--- src/rtl/eeprom_rd_pkg.sv ---
package eeprom_rd_pkg;
  // Phases of the serial transaction; each phase spans whole bit slots.
  typedef enum logic [2:0] {
    PH_IDLE,
    PH_START,
    PH_TX,
    PH_TXACK,
    PH_RX,
    PH_MACK,
    PH_STOP
  } phase_e;

  // Which byte of the addressing preamble is being sent.
  typedef enum logic [1:0] {
    ST_CTRL_WR,
    ST_WORD_ADDR,
    ST_CTRL_RD
  } step_e;

  localparam logic [7:0] CTRL_WRITE = 8'hA0;
  localparam logic [7:0] CTRL_READ  = 8'hA1;

  // Levels presented on the serial pins.
  typedef struct packed {
    logic scl;
    logic sda_en;
    logic sda;
  } pins_t;
endpackage

--- src/rtl/eeprom_qtick.sv ---
// Quarter-phase timer: tick every QDIV clocks while run is high.
module eeprom_qtick #(
  parameter int QDIV = 4,
  localparam int CW = (QDIV > 1) ? $clog2(QDIV) : 1
) (
  input  logic       clk,
  input  logic       rst_n,
  input  logic       run,
  output logic       tick,
  output logic [1:0] quarter
);
  logic [CW-1:0] cnt;

  assign tick = run && (cnt == CW'(QDIV - 1));

  always_ff @(posedge clk) begin
    if (!rst_n) begin
      cnt     <= '0;
      quarter <= 2'd0;
    end else if (!run) begin
      cnt     <= '0;
      quarter <= 2'd0;
    end else if (tick) begin
      cnt     <= '0;
      quarter <= quarter + 2'd1;
    end else begin
      cnt <= cnt + CW'(1);
    end
  end

  // quarters advance one step per tick, slot after slot
  assert_quarter_step_R5: assert property (@(posedge clk) disable iff (!rst_n)
    tick |=> quarter == $past(quarter) + 2'd1);
endmodule

--- src/rtl/eeprom_offset_lut.sv ---
// Maps the select input to one of NSEL preset byte offsets.
module eeprom_offset_lut #(
  parameter int NSEL = 4,
  parameter int AW   = 8,
  parameter logic [NSEL*AW-1:0] TABLE = {8'hF8, 8'hAF, 8'h99, 8'h83},
  localparam int SW = (NSEL > 1) ? $clog2(NSEL) : 1
) (
  input  logic [SW-1:0] sel,
  output logic [AW-1:0] offset
);
  logic [AW-1:0] entry [NSEL];

  for (genvar i = 0; i < NSEL; i++) begin : g_entry
    assign entry[i] = TABLE[i*AW +: AW];
  end

  assign offset = entry[sel];
endmodule

--- src/rtl/eeprom_shreg.sv ---
// Shared shift register: MSB leaves first, new bits enter at the LSB.
module eeprom_shreg #(
  parameter int W = 8
) (
  input  logic         clk,
  input  logic         rst_n,
  input  logic         load,
  input  logic [W-1:0] load_val,
  input  logic         shift,
  input  logic         din,
  output logic [W-1:0] q
);
  always_ff @(posedge clk) begin
    if (!rst_n)     q <= '0;
    else if (load)  q <= load_val;
    else if (shift) q <= {q[W-2:0], din};
  end
endmodule

--- src/rtl/eeprom_pin_gen.sv ---
// Pin levels as a function of phase and quarter. The clock is high in
// quarters 1 and 2 of every slot; data moves only in quarter 0 except
// for the start (falls in q2) and stop (rises in q2).
module eeprom_pin_gen
  import eeprom_rd_pkg::*;
(
  input  phase_e     phase,
  input  logic [1:0] quarter,
  input  logic       tx_bit,
  input  logic       last_byte,
  output pins_t      pins
);
  always_comb begin
    pins.scl    = (phase != PH_IDLE) && (quarter == 2'd1 || quarter == 2'd2);
    pins.sda_en = 1'b0;
    pins.sda    = 1'b1;
    unique case (phase)
      PH_START: begin
        pins.sda_en = 1'b1;
        pins.sda    = ~quarter[1];
      end
      PH_STOP: begin
        pins.sda_en = (quarter != 2'd3);
        pins.sda    = quarter[1];
      end
      PH_TX: begin
        pins.sda_en = 1'b1;
        pins.sda    = tx_bit;
      end
      PH_MACK: begin
        pins.sda_en = 1'b1;
        pins.sda    = last_byte;
      end
      default: ;
    endcase
  end
endmodule

--- src/rtl/eeprom_addr_reader.sv ---
module eeprom_addr_reader
  import eeprom_rd_pkg::*;
#(
  parameter int QDIV   = 4,
  parameter int NBYTES = 6,
  parameter int NSEL   = 4,
  localparam int SW = (NSEL > 1) ? $clog2(NSEL) : 1,
  localparam int BW = $clog2(NBYTES + 1)
) (
  input  logic          clk,
  input  logic          rst_n,
  input  logic          start_i,
  input  logic [SW-1:0] offset_sel_i,
  input  logic          sda_i,
  output logic          scl_o,
  output logic          sda_en_o,
  output logic          sda_o,
  output logic          busy_o,
  output logic          done_o,
  output logic          err_o,
  output logic [7:0]    data_o,
  output logic          valid_o
);
  phase_e          phase;
  step_e           step;
  logic [2:0]      bitn;
  logic [BW-1:0]   rx_idx;
  logic            nack_seen;
  logic            abort;
  logic            err_q;
  logic            done_q;
  logic            valid_q;
  logic [7:0]      data_q;
  logic [7:0]      offset_q;
  logic [7:0]      lut_off;

  logic            tick;
  logic [1:0]      quarter;
  logic            samp;
  logic            slot_end;
  logic            last_byte;

  logic            sh_load;
  logic [7:0]      sh_val;
  logic            sh_shift;
  logic            sh_din;
  logic [7:0]      shq;
  pins_t           pins;

  assign samp      = tick && (quarter == 2'd1);
  assign slot_end  = tick && (quarter == 2'd3);
  assign last_byte = (rx_idx == BW'(NBYTES - 1));

  eeprom_qtick #(.QDIV(QDIV)) u_tick (
    .clk     (clk),
    .rst_n   (rst_n),
    .run     (phase != PH_IDLE),
    .tick    (tick),
    .quarter (quarter)
  );

  eeprom_offset_lut #(.NSEL(NSEL), .AW(8)) u_lut (
    .sel    (offset_sel_i),
    .offset (lut_off)
  );

  always_comb begin
    sh_load  = 1'b0;
    sh_val   = offset_q;
    sh_shift = 1'b0;
    sh_din   = 1'b0;
    if (phase == PH_START && slot_end) begin
      sh_load = 1'b1;
      sh_val  = (step == ST_CTRL_WR) ? CTRL_WRITE : CTRL_READ;
    end else if (phase == PH_TXACK && slot_end && step == ST_CTRL_WR) begin
      sh_load = 1'b1;
      sh_val  = offset_q;
    end
    if (phase == PH_TX && slot_end) sh_shift = 1'b1;
    if (phase == PH_RX && samp) begin
      sh_shift = 1'b1;
      sh_din   = sda_i;
    end
  end

  eeprom_shreg #(.W(8)) u_sh (
    .clk      (clk),
    .rst_n    (rst_n),
    .load     (sh_load),
    .load_val (sh_val),
    .shift    (sh_shift),
    .din      (sh_din),
    .q        (shq)
  );

  eeprom_pin_gen u_pins (
    .phase     (phase),
    .quarter   (quarter),
    .tx_bit    (shq[7]),
    .last_byte (last_byte),
    .pins      (pins)
  );

  always_ff @(posedge clk) begin
    if (!rst_n) begin
      phase     <= PH_IDLE;
      step      <= ST_CTRL_WR;
      bitn      <= 3'd0;
      rx_idx    <= '0;
      nack_seen <= 1'b0;
      abort     <= 1'b0;
      err_q     <= 1'b0;
      done_q    <= 1'b0;
      valid_q   <= 1'b0;
      data_q    <= 8'h00;
      offset_q  <= 8'h00;
    end else begin
      valid_q <= 1'b0;
      done_q  <= 1'b0;
      unique case (phase)
        PH_IDLE: if (start_i) begin
          phase    <= PH_START;
          step     <= ST_CTRL_WR;
          rx_idx   <= '0;
          abort    <= 1'b0;
          err_q    <= 1'b0;
          offset_q <= lut_off;
        end
        PH_START: if (slot_end) begin
          phase <= PH_TX;
          bitn  <= 3'd7;
        end
        PH_TX: if (slot_end) begin
          if (bitn == 3'd0) phase <= PH_TXACK;
          else              bitn  <= bitn - 3'd1;
        end
        PH_TXACK: begin
          if (samp) nack_seen <= sda_i;
          if (slot_end) begin
            if (nack_seen) begin
              abort <= 1'b1;
              phase <= PH_STOP;
            end else begin
              unique case (step)
                ST_CTRL_WR: begin
                  step  <= ST_WORD_ADDR;
                  phase <= PH_TX;
                  bitn  <= 3'd7;
                end
                ST_WORD_ADDR: begin
                  step  <= ST_CTRL_RD;
                  phase <= PH_START;
                end
                default: begin
                  phase <= PH_RX;
                  bitn  <= 3'd7;
                end
              endcase
            end
          end
        end
        PH_RX: if (slot_end) begin
          if (bitn == 3'd0) begin
            phase   <= PH_MACK;
            valid_q <= 1'b1;
            data_q  <= shq;
          end else begin
            bitn <= bitn - 3'd1;
          end
        end
        PH_MACK: if (slot_end) begin
          if (last_byte) begin
            phase <= PH_STOP;
          end else begin
            rx_idx <= rx_idx + BW'(1);
            phase  <= PH_RX;
            bitn   <= 3'd7;
          end
        end
        PH_STOP: if (slot_end) begin
          phase  <= PH_IDLE;
          done_q <= 1'b1;
          err_q  <= abort;
        end
        default: phase <= PH_IDLE;
      endcase
    end
  end

  assign scl_o    = pins.scl;
  assign sda_en_o = pins.sda_en;
  assign sda_o    = pins.sda;
  assign busy_o   = (phase != PH_IDLE);
  assign done_o   = done_q;
  assign err_o    = err_q;
  assign data_o   = data_q;
  assign valid_o  = valid_q;

  // an idle controller leaves both pins alone
  assert_idle_quiet_R1: assert property (@(posedge clk) disable iff (!rst_n)
    !busy_o |-> !sda_en_o && !scl_o);

  // data steady under a high clock outside start/stop
  assert_sda_steady_R2: assert property (@(posedge clk) disable iff (!rst_n)
    (scl_o && $past(scl_o) && phase != PH_START && phase != PH_STOP)
      |-> $stable(sda_en_o) && $stable(sda_o));

  // a falling data edge under a high clock is a driven start
  assert_start_edge_R2: assert property (@(posedge clk) disable iff (!rst_n)
    ($fell(sda_o) && scl_o) |-> (phase == PH_START) && sda_en_o);

  // a rising data edge under a high clock is a stop
  assert_stop_edge_R2: assert property (@(posedge clk) disable iff (!rst_n)
    ($rose(sda_o) && scl_o) |-> phase == PH_STOP);

  // driver released while the EEPROM owns the line
  assert_released_R6: assert property (@(posedge clk) disable iff (!rst_n)
    (phase == PH_TXACK || phase == PH_RX) |-> !sda_en_o);

  // acknowledge low after early bytes, high after the final one
  assert_mack_level_R7: assert property (@(posedge clk) disable iff (!rst_n)
    (phase == PH_MACK) |-> sda_en_o && (sda_o == last_byte));

  // an error is only raised as the transfer finishes
  assert_err_with_done_R8: assert property (@(posedge clk) disable iff (!rst_n)
    $rose(err_o) |-> done_o);

  // a strobe lasts one cycle and coincides with the acknowledge slot
  assert_valid_pulse_R9: assert property (@(posedge clk) disable iff (!rst_n)
    valid_o |=> !valid_o);
  assert_valid_phase_R9: assert property (@(posedge clk) disable iff (!rst_n)
    valid_o |-> phase == PH_MACK);

  // done is a single pulse seen after busy has dropped
  assert_done_pulse_R10: assert property (@(posedge clk) disable iff (!rst_n)
    done_o |=> !done_o);
  assert_done_idle_R10: assert property (@(posedge clk) disable iff (!rst_n)
    done_o |-> !busy_o);

  // the chosen offset cannot change during a transfer
  assert_offset_frozen_R11: assert property (@(posedge clk) disable iff (!rst_n)
    busy_o |=> $stable(offset_q));
endmodule

--- config.mk ---
export PLATFORM = sky130hd
export DESIGN_NAME = eeprom_addr_reader
export DESIGN_NICKNAME = d
export VERILOG_FILES = /design/src/rtl/eeprom_rd_pkg.sv /design/src/rtl/eeprom_qtick.sv /design/src/rtl/eeprom_offset_lut.sv /design/src/rtl/eeprom_shreg.sv /design/src/rtl/eeprom_pin_gen.sv /design/src/rtl/eeprom_addr_reader.sv
export SDC_FILE = /design/constraint.sdc
export NUM_CORES = 1
export LEC_CHECK = 0
export BUFFER_PORTS_ARGS = -buffer_cell sky130_fd_sc_hd__buf_2
export CORE_MARGIN = 2
export CORE_UTILIZATION = 45
export CTS_BUF_LIST = sky130_fd_sc_hd__clkbuf_16
export CTS_CLUSTER_DIAMETER = 200
export DETAILED_ROUTE_END_ITERATION = 10
export MAX_ROUTING_LAYER = met4
export PLACE_DENSITY = 0.74
export SKIP_LAST_GASP = 1
export SLEW_MARGIN = 40
export SYNTH_ARGS = -nofsm -noshare
export SYNTH_HDL_FRONTEND = slang
export SYNTH_HIERARCHICAL = 1
export SYNTH_SLANG_ARGS = --single-unit
--- constraint.sdc ---
create_clock -name clk -period 2.95 [get_ports clk]
set_input_delay 0.295 -clock clk [delete_from_list [all_inputs] [get_ports clk]]
set_output_delay 0.295 -clock clk [all_outputs]
set_load 0.01 [all_outputs]
### After elaboration in Yosys (flattened, before gate mapping)

Index checks and enable logic that the tools add are counted.

* register bits: 44
* latch bits: 0
* bits in writable memories: 0
* memory bits (read-only): 0
* bits of input ports: 6
* output and inout bits: 15
* word-level logic and storage cells: 137
* memories kept: 0

* add/subtract/negate cells: 4
* multipliers: 0
* divide/modulo/power cells: 0
* magnitude comparators: 1
* equality and inequality tests: 29
* shifts and indexed selects: 0
* muxes and demuxes: 52
* bitwise operators: 4
* reduce and logical (&&, ||, !) cells: 33

Operators by type and width (count)
* $mux W3: 21
* $mux W8: 5
* $ne A2 B2 Y1 const B: 13
* $pmux W3 S7: 1
* $reduce_and A9 Y1: 2
* $bmux W8 S2: 1
* $eq A3 B3 Y1 const B: 4
* $mux W1: 12
* $pmux W3 S2: 2
* $pmux W3 S4: 1
* $logic_and A1 B1 Y1: 9
* $reduce_and A3 Y1: 3
* $mux W2: 4
* $pmux W2 S2: 2
* $pmux W2 S4: 1
* $reduce_and A2 Y1: 4
* $reduce_and A4 Y1: 2
* $reduce_bool A2 Y1: 4
* $eq A2 B2 Y1 const B: 3
* $eq A3 B2 Y1 const B: 2
* $logic_not A3 Y1: 2
* $ne A2 B1 Y1 const B: 3
* $reduce_and A5 Y1: 1
* $add A2 B1 Y2 const B: 2
* 15 further kinds: 19

### Longest topological paths before layout

Gate-level depths: netlist of the first run.

* word-level depth: 8
* gate-level depth with buffers: 9
* mapped depth without buffers: 8

### Cells and area by module

Netlist of the first run, hierarchy kept.

Modules (own cells, without submodules)
* eeprom_addr_reader: instances 1, cells each 180, area an instance 1549.0 um^2, seq. area each 640.6 um^2
* eeprom_shreg: instances 1, cells each 35, area an instance 440.4 um^2, seq. area each 160.2 um^2
* eeprom_qtick: instances 1, cells each 14, area an instance 151.4 um^2, seq. area each 80.1 um^2
* eeprom_pin_gen: instances 1, cells each 10, area an instance 76.3 um^2, seq. area each 0.0 um^2
* eeprom_offset_lut: instances 1, cells each 9, area an instance 53.8 um^2, seq. area each 0.0 um^2

### Worst setup path after synthesis of the first run

Ideal clock, no wire load.

* kind: register -> register
* from: reg phase[2]
* to: reg u_sh.q[3]
* library setup time: 0.116 ns
* arrival: 1.981 ns
* path slack: 0.852 ns
* cell stages (with the launch flop): 10
* path buffers: 2
* path through: dfxtp_1 buf_6 or3_4 and2_2 nand4_2 nor2_1 o21a_1 buf_2 or2b_1 o211a_1

* longest elaborated chain between the ends: 8

Ends and longest elaborated chain
* start: declaration: RTL line eeprom_addr_reader.sv:24 `phase_e phase;`
* start signal: assignment: RTL line eeprom_addr_reader.sv:106 `phase <= PH_IDLE;`
* start signal: assignment: RTL line eeprom_addr_reader.sv:122 `phase <= PH_START;`
* start signal: assignment: RTL line eeprom_addr_reader.sv:130 `phase <= PH_TX;`
* $reduce_bool A3 Y1 (*)
* named net busy_o: RTL line eeprom_addr_reader.sv:18 `output logic busy_o,`
* $logic_and A1 B1 Y1 (*): RTL line eeprom_qtick.sv:14 `assign tick = run && (cnt == CW'(QDIV - 1));`
* named net tick: RTL line eeprom_addr_reader.sv:37 `logic tick;`
* $logic_and A1 B1 Y1 (*): RTL line eeprom_addr_reader.sv:51 `assign slot_end = tick && (quarter == 2'd3);`
* $logic_and A1 B1 Y1 (2 in a row): RTL line eeprom_addr_reader.sv:75 `end else if (phase == PH_TXACK && slot_end && step == ST_CTRL_WR) begin`
* $mux W1: RTL line eeprom_addr_reader.sv:75
* $mux W1 (*): RTL line eeprom_addr_reader.sv:72 `if (phase == PH_START && slot_end) begin`
* named net sh_load: RTL line eeprom_addr_reader.sv:43 `logic sh_load;`
* $mux W8 or $reduce_bool A2 Y1 (tied branches)
* end signal: assignment: RTL line eeprom_shreg.sv:15 `else if (load) q <= load_val;`
* end signal: assignment: RTL line eeprom_shreg.sv:16 `else if (shift) q <= {q[W-2:0], din};`
* end: declaration: RTL line eeprom_shreg.sv:11 `output logic [W-1:0] q`

The timed path passes the listed nets; every way through them passes the cells marked *.
A chain may end at the register's enable or synchronous reset.

### Final worst setup path of the first run

* from: reg u_tick.cnt[0]
* to: reg u_sh.q[5]

* longest elaborated chain between the ends: 8

Ends and longest elaborated chain
* start: declaration: RTL line eeprom_qtick.sv:12 `logic [CW-1:0] cnt;`
* start signal: assignment: RTL line eeprom_qtick.sv:27 `cnt <= cnt + CW'(1);`
* $eq A2 B2 Y1 (*): RTL line eeprom_qtick.sv:14
* $logic_and A1 B1 Y1 (*): RTL line eeprom_qtick.sv:14
* named net tick: RTL line eeprom_addr_reader.sv:37
* $logic_and A1 B1 Y1 (*): RTL line eeprom_addr_reader.sv:51
* $logic_and A1 B1 Y1 (2 in a row): RTL line eeprom_addr_reader.sv:75
* $mux W1: RTL line eeprom_addr_reader.sv:75
* $mux W1 (*): RTL line eeprom_addr_reader.sv:72
* named net sh_load: RTL line eeprom_addr_reader.sv:43
* $mux W8 or $reduce_bool A2 Y1 (tied branches)

Marked as above.

==> results of run 1 <==
[worst reg2reg max path: stages (launching register included)]
cell and delay [ps]:
sky130_fd_sc_hd__dfxtp_1 330, sky130_fd_sc_hd__ha_1 260, sky130_fd_sc_hd__and2_2 230, sky130_fd_sc_hd__nand4_2 220, sky130_fd_sc_hd__nor2_1 270, sky130_fd_sc_hd__o21a_1 460, sky130_fd_sc_hd__or2b_1 310, sky130_fd_sc_hd__o211a_1 130
[cell type report]
cell class	instances	area (um2)
timing repair buffer	24	130.1
tap	67	83.83
inverter	13	48.80
clock buffer	5	125.1
multi-input combinational	177	1251
clock inverter	3	42.54
sequential	44	880.8
fill	448	2223
[stage by stage]
stage | instances | util, % | hold WS [ps] | total power [W]
final | 333 | 53.54 | 273.7 | 0.001293
after global routing | 333 | 53.54 | 298.1 | 0.001333
after CTS | 333 | 53.54 | 279.9 | 0.001299
after detailed placement | 325 | 50.04 | 416.1 | 0.0006779
after global placement | 325 | 50.04 | 411.2 | 0.0006768
after floorplan | 248 | - | 404.3 | 0.0006634
[cell usage after synthesis (3+ instances only)]
| cell | number |
|---|---|
| sky130_fd_sc_hd__nor3_1 | 5 |
| sky130_fd_sc_hd__nand2b_1 | 5 |
| sky130_fd_sc_hd__or2b_1 | 8 |
| sky130_fd_sc_hd__inv_1 | 13 |
| sky130_fd_sc_hd__buf_2 | 3 |
| sky130_fd_sc_hd__nor2b_1 | 3 |
| sky130_fd_sc_hd__and2_1 | 6 |
| sky130_fd_sc_hd__and3_1 | 3 |
| sky130_fd_sc_hd__clkbuf_1 | 4 |
| sky130_fd_sc_hd__ha_1 | 6 |
| sky130_fd_sc_hd__dfxtp_1 | 44 |
| sky130_fd_sc_hd__buf_6 | 3 |
| sky130_fd_sc_hd__xnor2_1 | 4 |
| sky130_fd_sc_hd__a21oi_1 | 14 |
| sky130_fd_sc_hd__mux2_4 | 8 |
| sky130_fd_sc_hd__nand2_1 | 27 |
| sky130_fd_sc_hd__o211a_1 | 8 |
| sky130_fd_sc_hd__nor4_1 | 4 |
| sky130_fd_sc_hd__buf_4 | 3 |
| sky130_fd_sc_hd__o21ai_0 | 4 |
| sky130_fd_sc_hd__mux2i_1 | 10 |
| sky130_fd_sc_hd__nor2_1 | 22 |
[power groups by stage]
stage / registers (W) / clock network [W] / logic (W)
floorplan: 0.000619 / 0 / 0.0000440
global route: 0.000607 / 0.000660 / 0.0000664
finish: 0.000606 / 0.000628 / 0.0000589
global placement: 0.000619 / 0 / 0.0000578
detailed placement: 0.000619 / 0 / 0.0000585
CTS: 0.000606 / 0.000634 / 0.0000588
[flip-flops by register name (all words and copies together), names as in the netlist]
name	cells
abort	1
bitn	3
data_o	8
done_o	1
err_o	1
nack_seen	1
offset_q	8
phase	3
rx_idx	3
step	2
u_sh/q	8
u_tick/cnt	2
u_tick/quarter	2
valid_o	1
[metal layers]
metal	track usage, %	up-vias	part of all wire (%)
met3	4.016	7	5.6
met4	6.944	0	1.6
met1	24.73	809	49
met2	26.51	61	44
li1	-	898	-
met5	-	-	0
[cells by family after synthesis]
kind of cell,share of synthesized area (%)
and+or+nand+nor,24.19
AOI/OAI and AO/OA,15.76
DFF,38.79
buffers and inverters,6.115
muxes,9.697
adders and majority gates,3.746
xor gates and xnor gates,1.543
other,0.1651
[how the worst min path moves through the flow]
stage | cells after the start | start | end | slack, ps
floorplan | 1 | u_tick/cnt[0]$_SDFF_PP0_ | u_tick/cnt[0]$_SDFF_PP0_ | 400
global placement | 1 | u_tick/cnt[0]$_SDFF_PP0_ | u_tick/cnt[0]$_SDFF_PP0_ | 410
detailed placement | 1 | u_tick/cnt[0]$_SDFF_PP0_ | u_tick/cnt[0]$_SDFF_PP0_ | 420
CTS | 3 | sda_i | nack_seen$_SDFFE_PN0P_ | 280
global route | 3 | sda_i | nack_seen$_SDFFE_PN0P_ | 300
finish | 3 | sda_i | nack_seen$_SDFFE_PN0P_ | 270
==> results.json, run 1 <==
{
  "p_comb_share_pct": 4.6,
  "arrival_ps": 2500,
  "timing_hold_violations_final": 0,
  "dpl_worst_slack_ps": 705.0,
  "die_y_um": 75.04,
  "port_buffers": 20,
  "yosys.area.top_type": "sky130_fd_sc_hd__dfxtp_1",
  "number_of_flops_mapped_to_enable_cells_by_yosys": 0,
  "synth.ff_latch_count": 44,
  "route.vias.total": 1775,
  "critPathCapture": "u_sh/q[5]$_SDFFE_PN0P_",
  "leakage_nw": 1.094,
  "cts_repair_resize_count": 0,
  "clock_root_buffer": "sky130_fd_sc_hd__clkbuf_16",
  "dp.final_hpwl_um": 3024,
  "top_library_cells_by_usage_in_the_layout_fill_and_taps_aside": "sky130_fd_sc_hd__dfxtp_1, sky130_fd_sc_hd__nand2_1, sky130_fd_sc_hd__nor2_1",
  "syn-num-nets": 260,
  "final_common_cell": "sky130_fd_sc_hd__dfxtp_1",
  "hp-class": "in -> reg",
  "synth.lib_cells_used.distinct": 57,
  "critical-path-slowest-cell": "sky130_fd_sc_hd__o21a_1",
  "power.ir.vdd_worst_uv": 243.6,
  "worstReg2RegStart": "u_tick/cnt[0]$_SDFF_PP0_",
  "floorplan.core_area_um2": 4786,
  "ys.flop_type": "sky130_fd_sc_hd__dfxtp_1",
  "cts.sink_count": 44,
  "power-per-cell-area_nw_per_um2": 504.5,
  "critical_path_cell_count": 7,
  "synthesis_warnings": 6,
  "row_count": 25,
  "run_status": "completed",
  "clkLatencyLatePin_ps": 290,
  "gp_congestion": 0.8477,
  "end_kind": "flop",
  "clock_tree_from_tritoncts": "yes",
  "cts-buffers-inserted": 5,
  "ctsHoldBuffers": 0,
  "setup_repair_after_global_routing_missed_its_margin": "false",
  "cp_num_buf_inv": 0,
  "synth.area.top_cells": "sky130_fd_sc_hd__dfxtp_1, sky130_fd_sc_hd__mux2_4, sky130_fd_sc_hd__nand2_1, sky130_fd_sc_hd__mux2i_1, sky130_fd_sc_hd__nor2_1",
  "critical_path.max_stage_delay_ps": 460,
  "first_pass_iters": 4,
  "drv_slew": 0,
  "post_synth_instance_area_um2": 2271,
  "drc": 0,
  "clk_pin_slew_worst_paths_ps": 60,
  "setup_viol": 0,
  "period_needed_ps": 2314,
  "final.setup.tns_ps": 0,
  "cp_startpoint_kind": "flop",
  "worstPathRequired_ps": 3130,
  "wl_per_cell_um": 13.78,
  "ios": 21,
  "floorplan.initialDensity_pct": 47.45,
  "avgViaCountPerCell": 5.330,
  "global_route.overflow_total": 0,
  "max-clock-path-buffers": 2,
  "timing.critical_path.cells": "ha_1, and2_2, nand4_2, nor2_1, o21a_1, or2b_1, o211a_1",
  "slew_headroom_pct": 47.84,
  "area.growth.synth_to_final_pct": 12.84,
  "postSynth.asyncResetShare_pct": 0,
  "drtAntennaViolNets": 0,
  "finClkSkew_ps": 5.253,
  "number_of_antenna_repair_diodes": 0,
  "grt_pass1_vias": 1635,
  "placedInstanceArea_um2": 2395,
  "path_delay_family": "simple AND/OR/NAND/NOR gates",
  "critical_path_class": "reg -> reg",
  "p_int_w": 0.001021,
  "htreeDepth": 2,
  "tightestPinTransition_ps": 781.5,
  "power_frac_seq_pct": 46.9,
  "clock_network_fraction_of_total_power_pct": 48.6,
  "groute.usage.overall_pct": 18.27,
  "drt_first_iter_violations": 175,
  "fin_crit_sh_pct": 78.43,
  "cp_max_fo": 16,
  "swShare_pct": 20.99,
  "cts_setup_buffers": 0,
  "syn-instance-count": 248,
  "max_clock_freq_ghz": 0.4322,
  "netlist.area_leader.share_pct": 38.79,
  "grt_first_pass_wirelength_um": 7652,
  "die-area_um2": 5631,
  "syn_area_per_cell_um2": 9.157,
  "r2r_path_end": "u_sh/q[5]$_SDFFE_PN0P_",
  "maxCapViolations": 0,
  "power.switching_w": 0.0002714,
  "timing.reg2reg.setup_slack_ps": 640,
  "final_nets": 277,
  "finalInstanceArea_um2": 2562,
  "synth_seq_area_share_pct": 38.79,
  "drt_wl_total_um": 4588,
  "critical_path.startpoint": "u_tick/cnt[0]$_SDFF_PP0_",
  "maximum_number_of_pins_on_one_net_before_global_route_repair": 25,
  "die_w_um": 75.04,
  "initial_antenna_violation_count": 0,
  "finalWorstSetupSlack_ps": 636.2,
  "post_route_cells_drive_above_1_share_pct": 19.92,
  "number_of_cells_traversed_by_the_worst_register_to_register_path": 7
}
Power figures use the tool's default switching activity.
==> inputs of run 2 (changes only) <==
ABC_AREA = 1   (was unset)
PLACE_DENSITY = 0.76   (was 0.74)
clock period = 2.05 ns   (was 2.95 ns; I/O delays follow)
==> run 2 against run 1 <==
Against the previous run: cell count is 40% higher; design area is 9.5% higher; hold slack worse by 46 ps; synthesized cell count is 48% higher; global-route usage is 0.60 points higher; die area is 7.2% higher; clock-buffer cell count stayed put; clock power is 49% higher; wire length is 15% higher; critical path type unchanged; highest routed layer unchanged.
==> results.json, run 2 <==
{
  "run_status": "completed",
  "cts.sink_count": 44,
  "drtAntennaViolNets": 0,
  "clock_root_buffer": "sky130_fd_sc_hd__clkbuf_16",
  "die_w_um": 77.71,
  "place.detailed.instances": 455,
  "drt_wl_total_um": 5258,
  "syn-num-nets": 380,
  "timing_hold_violations_final": 0,
  "number_of_cells_traversed_by_the_worst_register_to_register_path": 12,
  "maximum_number_of_pins_on_one_net_before_global_route_repair": 25,
  "wl_per_cell_um": 11.31,
  "postLayoutCoreUtil_pct": 54.23,
  "yosys.area.top_type": "sky130_fd_sc_hd__dfxtp_1",
  "global_route.overflow_total": 0,
  "grt_pass1_vias": 1980,
  "ys.flop_type": "sky130_fd_sc_hd__dfxtp_1",
  "total_power_w": 0.003208,
  "synthTopCellsByCount": "sky130_fd_sc_hd__nand2_1, sky130_fd_sc_hd__inv_1, sky130_fd_sc_hd__dfxtp_1",
  "top_library_cells_by_usage_in_the_layout_fill_and_taps_aside": "sky130_fd_sc_hd__nand2_1, sky130_fd_sc_hd__inv_1, sky130_fd_sc_hd__dfxtp_1",
  "critical_path.startpoint": "u_tick/cnt[0]$_SDFF_PP0_",
  "cp_startpoint_kind": "flop",
  "syn_area_per_cell_um2": 6.644,
  "grt_first_pass_wirelength_um": 9004,
  "final_common_cell": "sky130_fd_sc_hd__nand2_1",
  "route.vias.total": 2277,
  "floorplan.initialDensity_pct": 47.27,
  "drv_slew": 0,
  "number_of_flops_mapped_to_enable_cells_by_yosys": 0,
  "initial_antenna_violation_count": 0,
  "area.growth.synth_to_final_pct": 14.74,
  "power.ir.vdd_worst_uv": 532.0,
  "synth.ff_latch_count": 44,
  "setup_repair_after_global_routing_missed_its_margin": "false",
  "final_nets": 406,
  "synthesis_warnings": 6,
  "worstPathRequired_ps": 2240,
  "dpl_worst_slack_ps": 258.3,
  "post_synth_instance_area_um2": 2445,
  "groute.usage.overall_pct": 18.86,
  "netlist.area_leader.share_pct": 36.03,
  "hp-class": "in -> reg",
  "max-clock-path-buffers": 2,
  "timing.hold.worst_endpoint": "offset_q[5]$_SDFFE_PN0P_",
  "number_of_antenna_repair_diodes": 0,
  "min_delay_path_depth": 3,
  "multi_input_area_um2": 1249,
  "gp_congestion": 0.9534,
  "synth.lib_cells_used.distinct": 29,
  "clk_pin_slew_worst_paths_ps": 70,
  "maxCapViolations": 0,
  "setup_viol": 0,
  "end_kind": "flop",
  "post_layout_nonfiller_instances": 465,
  "synth_seq_area_share_pct": 36.03,
  "post_route_cells_drive_above_1_share_pct": 16.96,
  "r2r_path_end": "u_sh/q[5]$_SDFFE_PN0P_",
  "holdCritStartpoint": "offset_sel_i[1]",
  "finClkSkew_ps": 8.609,
  "leakage_nw": 1.362,
  "worstReg2RegStart": "u_tick/cnt[0]$_SDFF_PP0_",
  "period_needed_ps": 1793,
  "drc": 0,
  "synth.most_common_cell": "sky130_fd_sc_hd__nand2_1",
  "first_pass_iters": 5,
  "htreeDepth": 2,
  "critical_path_class": "reg -> reg",
  "drt_first_iter_violations": 148,
  "final.setup.tns_ps": 0,
  "regArea_um2": 880.8,
  "power-per-cell-area_nw_per_um2": 1143,
  "clkLatencyLatePin_ps": 290,
  "clock_tree_from_tritoncts": "yes",
  "avgViaCountPerCell": 4.897,
  "die-area_um2": 6039,
  "postSynth.asyncResetShare_pct": 0,
  "cp_max_fo": 10,
  "fillers": 512,
  "finalWorstSetupSlack_ps": 257.3,
  "arrival_ps": 1980,
  "row_count": 26,
  "syn-instance-count": 368,
  "max_clock_freq_ghz": 0.5578,
  "synth.area.top_cells": "sky130_fd_sc_hd__dfxtp_1, sky130_fd_sc_hd__nand2_1, sky130_fd_sc_hd__nand3_1, sky130_fd_sc_hd__inv_1, sky130_fd_sc_hd__nor2_1",
  "fin_crit_sh_pct": 87.45,
  "floorplan.core_area_um2": 5172,
  "port_buffers": 20,
  "ios": 21,
  "timing.reg2reg.setup_slack_ps": 260,
  "cts-buffers-inserted": 5,
  "die_y_um": 77.71,
  "dp.final_hpwl_um": 3628
}
run 2: changes by cell type in the layout (fill, tap and decap cells not counted), moves of 7 or more:
cell / change
sky130_fd_sc_hd__a21oi_1: +10
sky130_fd_sc_hd__inv_1: +40
sky130_fd_sc_hd__mux2_4: -8
sky130_fd_sc_hd__mux2i_1: -10
sky130_fd_sc_hd__nand2_1: +55
sky130_fd_sc_hd__nand3_1: +39
sky130_fd_sc_hd__nor2_1: +21
sky130_fd_sc_hd__nor2_2: +7
sky130_fd_sc_hd__o211a_1: -8
sky130_fd_sc_hd__o21ai_0: +17
sky130_fd_sc_hd__or2b_1: -8
run 2: area by class of cell:
type                    count  share of cell area (%)
flip-flops and latches     44                   31.40
clock buffers               5                   4.460
multi-input cells         253                   44.51
well taps                  70                   3.122
clock inverters             3                   1.650
repair buffers             31                   6.958
inverters                  59                   7.895
run 2: what timing repair did:
action / 4_1_cts / 5_1_grt
gates resized for setup: 0 / 0
endpoints found under the setup margin: 0 / 4
buffers inserted: 0 / 2
hold buffers: 0 / 0
run 2: worst max path at each step:
stage / to / slack (ps) / depth (start not counted)
final: u_sh/q[5]$_SDFFE_PN0P_ / 260 / 12
after global routing: u_sh/q[5]$_SDFFE_PN0P_ / 40 / 12
after CTS: data_o[1]$_SDFFE_PN0P_ / 250 / 8
after detailed placement: data_o[1]$_SDFFE_PN0P_ / 260 / 8
after global placement: u_sh/q[2]$_SDFFE_PN0P_ / 340 / 12
after floorplan: u_sh/q[0]$_SDFFE_PN0P_ / 170 / 14
run 2: cells by family after synthesis:
kind of cell / after synthesis / synth area share (%)
AO/OA/AOI/OAI: 52 / 11.31
other: 1 / 0.1534
AND/OR/NAND/NOR: 193 / 36.18
flip-flops: 44 / 36.03
adder cells (fa/ha/maj): 6 / 3.071
buffers and inverters: 71 / 12.90
XOR/XNOR: 1 / 0.3583
run 2: critical path, stage by stage (launching register included):
cell and delay (ps):
sky130_fd_sc_hd__dfxtp_1 340, sky130_fd_sc_hd__ha_1 230, sky130_fd_sc_hd__nand2_1 90, sky130_fd_sc_hd__inv_1 80, sky130_fd_sc_hd__nand3_1 80, sky130_fd_sc_hd__buf_4 200
sky130_fd_sc_hd__o21ai_0 180, sky130_fd_sc_hd__buf_4 210, sky130_fd_sc_hd__nor2_8 60, sky130_fd_sc_hd__nand2_1 60, sky130_fd_sc_hd__nand3_1 60, sky130_fd_sc_hd__nand2_1 70
sky130_fd_sc_hd__inv_1 50
run 2: where the power goes:
part / switching [W] / leakage (nW) / internal, W
clock network: 0.000357 / 0.0804 / 0.000579
registers: 0.0000597 / 0.358 / 0.000987
logic: 0.000805 / 0.924 / 0.000420
total: 0.00122 / 1.36 / 0.00199
run 2: stage by stage:
step           instance area, um2  hold WS [ps]
6_report                     2805         227.9
5_1_grt                      2805         248.4
4_1_cts                      2778         223.2
3_5_place_dp                 2606         423.9
3_3_place_gp                 2606         411.0
2_1_floorplan                2445         302.6
run 2: routing by layer:
| layer | up-vias | track usage, % | part of all wire (%) | routed length, um |
|---|---|---|---|---|
| li1 | 1209 | - | - | - |
| met5 | - | - | 0 | 0 |
| met4 | 0 | 5.893 | 1.6 | 82 |
| met2 | 51 | 28.36 | 45 | 2369 |
| met3 | 10 | 4.419 | 4.8 | 252 |
| met1 | 1007 | 25.14 | 49 | 2554 |
==> inputs of run 3 (changes only) <==
ABC_CLOCK_PERIOD_IN_PS = 2050   (was unset)
CORE_ASPECT_RATIO = 1.75   (was unset)
CORE_UTILIZATION = 40   (was 45)
PLACE_DENSITY = 0.7   (was 0.76)
==> run 3 against run 2 <==
Against the previous run: global-route usage down 0.72 points; design area down 0.27%; cell count up 2.2%; clock power down 17%; non-clock buffer count up 2; setup slack worse by 64 ps; register-to-register slack worse by 60 ps; clock skew down 1.7 ps; fmax down 3.5%; combinational power about the same; clock-buffer cell count unchanged; hold slack better by 7.5 ps; critical endpoint unchanged; largest cell class unchanged.
==> results.json, run 3 (synthesis results as in run 2) <==
{
  "avgViaCountPerCell": 4.918,
  "worstPathRequired_ps": 2290,
  "top_library_cells_by_usage_in_the_layout_fill_and_taps_aside": "sky130_fd_sc_hd__nand2_1, sky130_fd_sc_hd__inv_1, sky130_fd_sc_hd__dfxtp_1",
  "regArea_um2": 880.8,
  "max_clock_freq_ghz": 0.5384,
  "hold_worst_slack_ps": 235.4,
  "ios": 21,
  "maxCapViolations": 0,
  "end_kind": "flop",
  "critical-path-slowest-cell": "sky130_fd_sc_hd__dfxtp_1",
  "timing_hold_violations_final": 0,
  "critical_path.max_stage_delay_ps": 340,
  "timing.critical_path.cells": "ha_2, nand2_1, inv_1, nand3_2, buf_4, o21ai_1, clkdlybuf4s15_2, nand3_1, nand3_1, nand2_1, inv_1",
  "p_int_w": 0.001850,
  "drc": 0,
  "clock_network_fraction_of_total_power_pct": 25.5,
  "groute.usage.overall_pct": 18.14,
  "finalInstanceArea_um2": 2798,
  "ctsHoldBuffers": 0,
  "worstReg2RegStart": "u_tick/cnt[0]$_SDFF_PP0_",
  "p_comb_share_pct": 40.0,
  "min_delay_path_depth": 3,
  "finClkSkew_ps": 6.890,
  "final_common_cell": "sky130_fd_sc_hd__nand2_1",
  "htreeDepth": 2,
  "number_of_antenna_repair_diodes": 0,
  "power_frac_seq_pct": 34.5,
  "power.ir.vdd_worst_uv": 440.2,
  "period_needed_ps": 1857,
  "wl_met1_um": 2243,
  "port_buffers": 20,
  "fin_crit_sh_pct": 90.60,
  "cp_num_buf_inv": 4,
  "power.switching_w": 0.001187,
  "final_nets": 408,
  "timing.reg2reg.setup_slack_ps": 190,
  "swShare_pct": 39.08,
  "route.vias.total": 2336,
  "critical_path_class": "reg -> reg",
  "timing.hold.worst_endpoint": "offset_q[5]$_SDFFE_PN0P_",
  "highest_layer": "met4",
  "cts-buffers-inserted": 5,
  "wl_per_cell_um": 11.97,
  "fillers": 626,
  "drv_slew": 0,
  "grt_pass1_vias": 2135,
  "run_status": "completed",
  "cts.sink_count": 44,
  "grt_first_pass_wirelength_um": 9294,
  "floorplan.initialDensity_pct": 41.58,
  "final.setup.tns_ps": 0,
  "clkLatencyLatePin_ps": 290,
  "path_delay_family": "buffers and inverters",
  "placedInstanceArea_um2": 2616,
  "r2r_path_end": "u_sh/q[5]$_SDFFE_PN0P_",
  "dp.final_hpwl_um": 4267,
  "clock_root_buffer": "sky130_fd_sc_hd__clkbuf_16",
  "clk_pin_slew_worst_paths_ps": 60,
  "drt_first_iter_violations": 149,
  "post_route_cells_drive_above_1_share_pct": 17.63,
  "die-area_um2": 6778,
  "initial_antenna_violation_count": 0,
  "multi_input_area_um2": 1256,
  "total_power_w": 0.003037,
  "setup_viol": 0,
  "area.growth.synth_to_final_pct": 14.43,
  "drt_wl_total_um": 5687,
  "leakage_nw": 1.351,
  "floorplan.core_area_um2": 5879,
  "max-clock-path-buffers": 2,
  "power-per-cell-area_nw_per_um2": 1086,
  "cp_startpoint_kind": "flop",
  "row_count": 37,
  "drtAntennaViolNets": 0,
  "first_pass_iters": 4,
  "global_route.overflow_total": 0,
  "gp_congestion": 0.8952,
  "hp-class": "in -> reg",
  "die_w_um": 63.10,
  "die_y_um": 107.4,
  "met2_length_um": 3029,
  "setup_repair_after_global_routing_missed_its_margin": "false",
  "holdCritStartpoint": "offset_sel_i[1]",
  "clock_tree_from_tritoncts": "yes",
  "cp_max_fo": 8,
  "arrival_ps": 2090,
  "number_of_cells_traversed_by_the_worst_register_to_register_path": 11,
  "maximum_number_of_pins_on_one_net_before_global_route_repair": 32,
  "met3RoutedLength_um": 134
}
[run 3: worst min-delay path, cell delays in order]
cell	delay, ps
sky130_fd_sc_hd__buf_2	100
sky130_fd_sc_hd__o21ai_0	80
sky130_fd_sc_hd__a21oi_1	110
[run 3: per-stage QoR]
stage	std cells	util [%]	setup slack, ps
after floorplan	368	-	174.9
after global placement	463	44.50	234.9
after detailed placement	463	44.50	156.1
after CTS	471	46.88	133.9
after global routing	475	47.58	78.31
final	475	47.58	192.8
[run 3: what timing repair did]
| item | in CTS | in global routing |
|---|---|---|
| gates resized for setup | 0 | 4 |
| endpoints found under the setup margin | 0 | 16 |
| buffers inserted | 0 | 3 |
[run 3: area by class of cell]
cell class	count	share of cell area [%]
Clock inverter	3	0.5367
Tap cell	78	3.488
Timing Repair Buffer	33	7.200
Sequential cell	44	31.48
Clock buffer	5	4.472
Inverter	59	7.916
Multi-Input combinational cell	253	44.90
[run 3: worst max path at each step]
stage / start / end / slack, ps / depth (start not counted)
floorplan: phase[1]$_SDFFE_PN0P_ / u_sh/q[0]$_SDFFE_PN0P_ / 170 / 14
detailed placement: u_tick/cnt[0]$_SDFF_PP0_ / bitn[1]$_SDFFE_PN0P_ / 160 / 11
global placement: u_tick/cnt[0]$_SDFF_PP0_ / bitn[1]$_SDFFE_PN0P_ / 230 / 11
CTS: u_tick/cnt[0]$_SDFF_PP0_ / data_o[4]$_SDFFE_PN0P_ / 130 / 8
finish: u_tick/cnt[0]$_SDFF_PP0_ / u_sh/q[5]$_SDFFE_PN0P_ / 190 / 11
global route: u_tick/cnt[0]$_SDFF_PP0_ / u_sh/q[5]$_SDFFE_PN0P_ / 80 / 11
[run 3: power by group through the flow]
stage	Clock, W	Sequential [W]	Combinational, W
after detailed placement	0	0.00107	0.00121
final	0.000774	0.00105	0.00121
after floorplan	0	0.00108	0.000924
after global placement	0	0.00106	0.00119
after global routing	0.000817	0.00106	0.00139
after CTS	0.000804	0.00105	0.00122
[run 3: per-layer routing]
metal	GRT usage, %	vias up
li1	-	1209
met1	16.99	1068
met2	33.89	37
met3	2.824	22
met4	11.27	0
met5	-	-
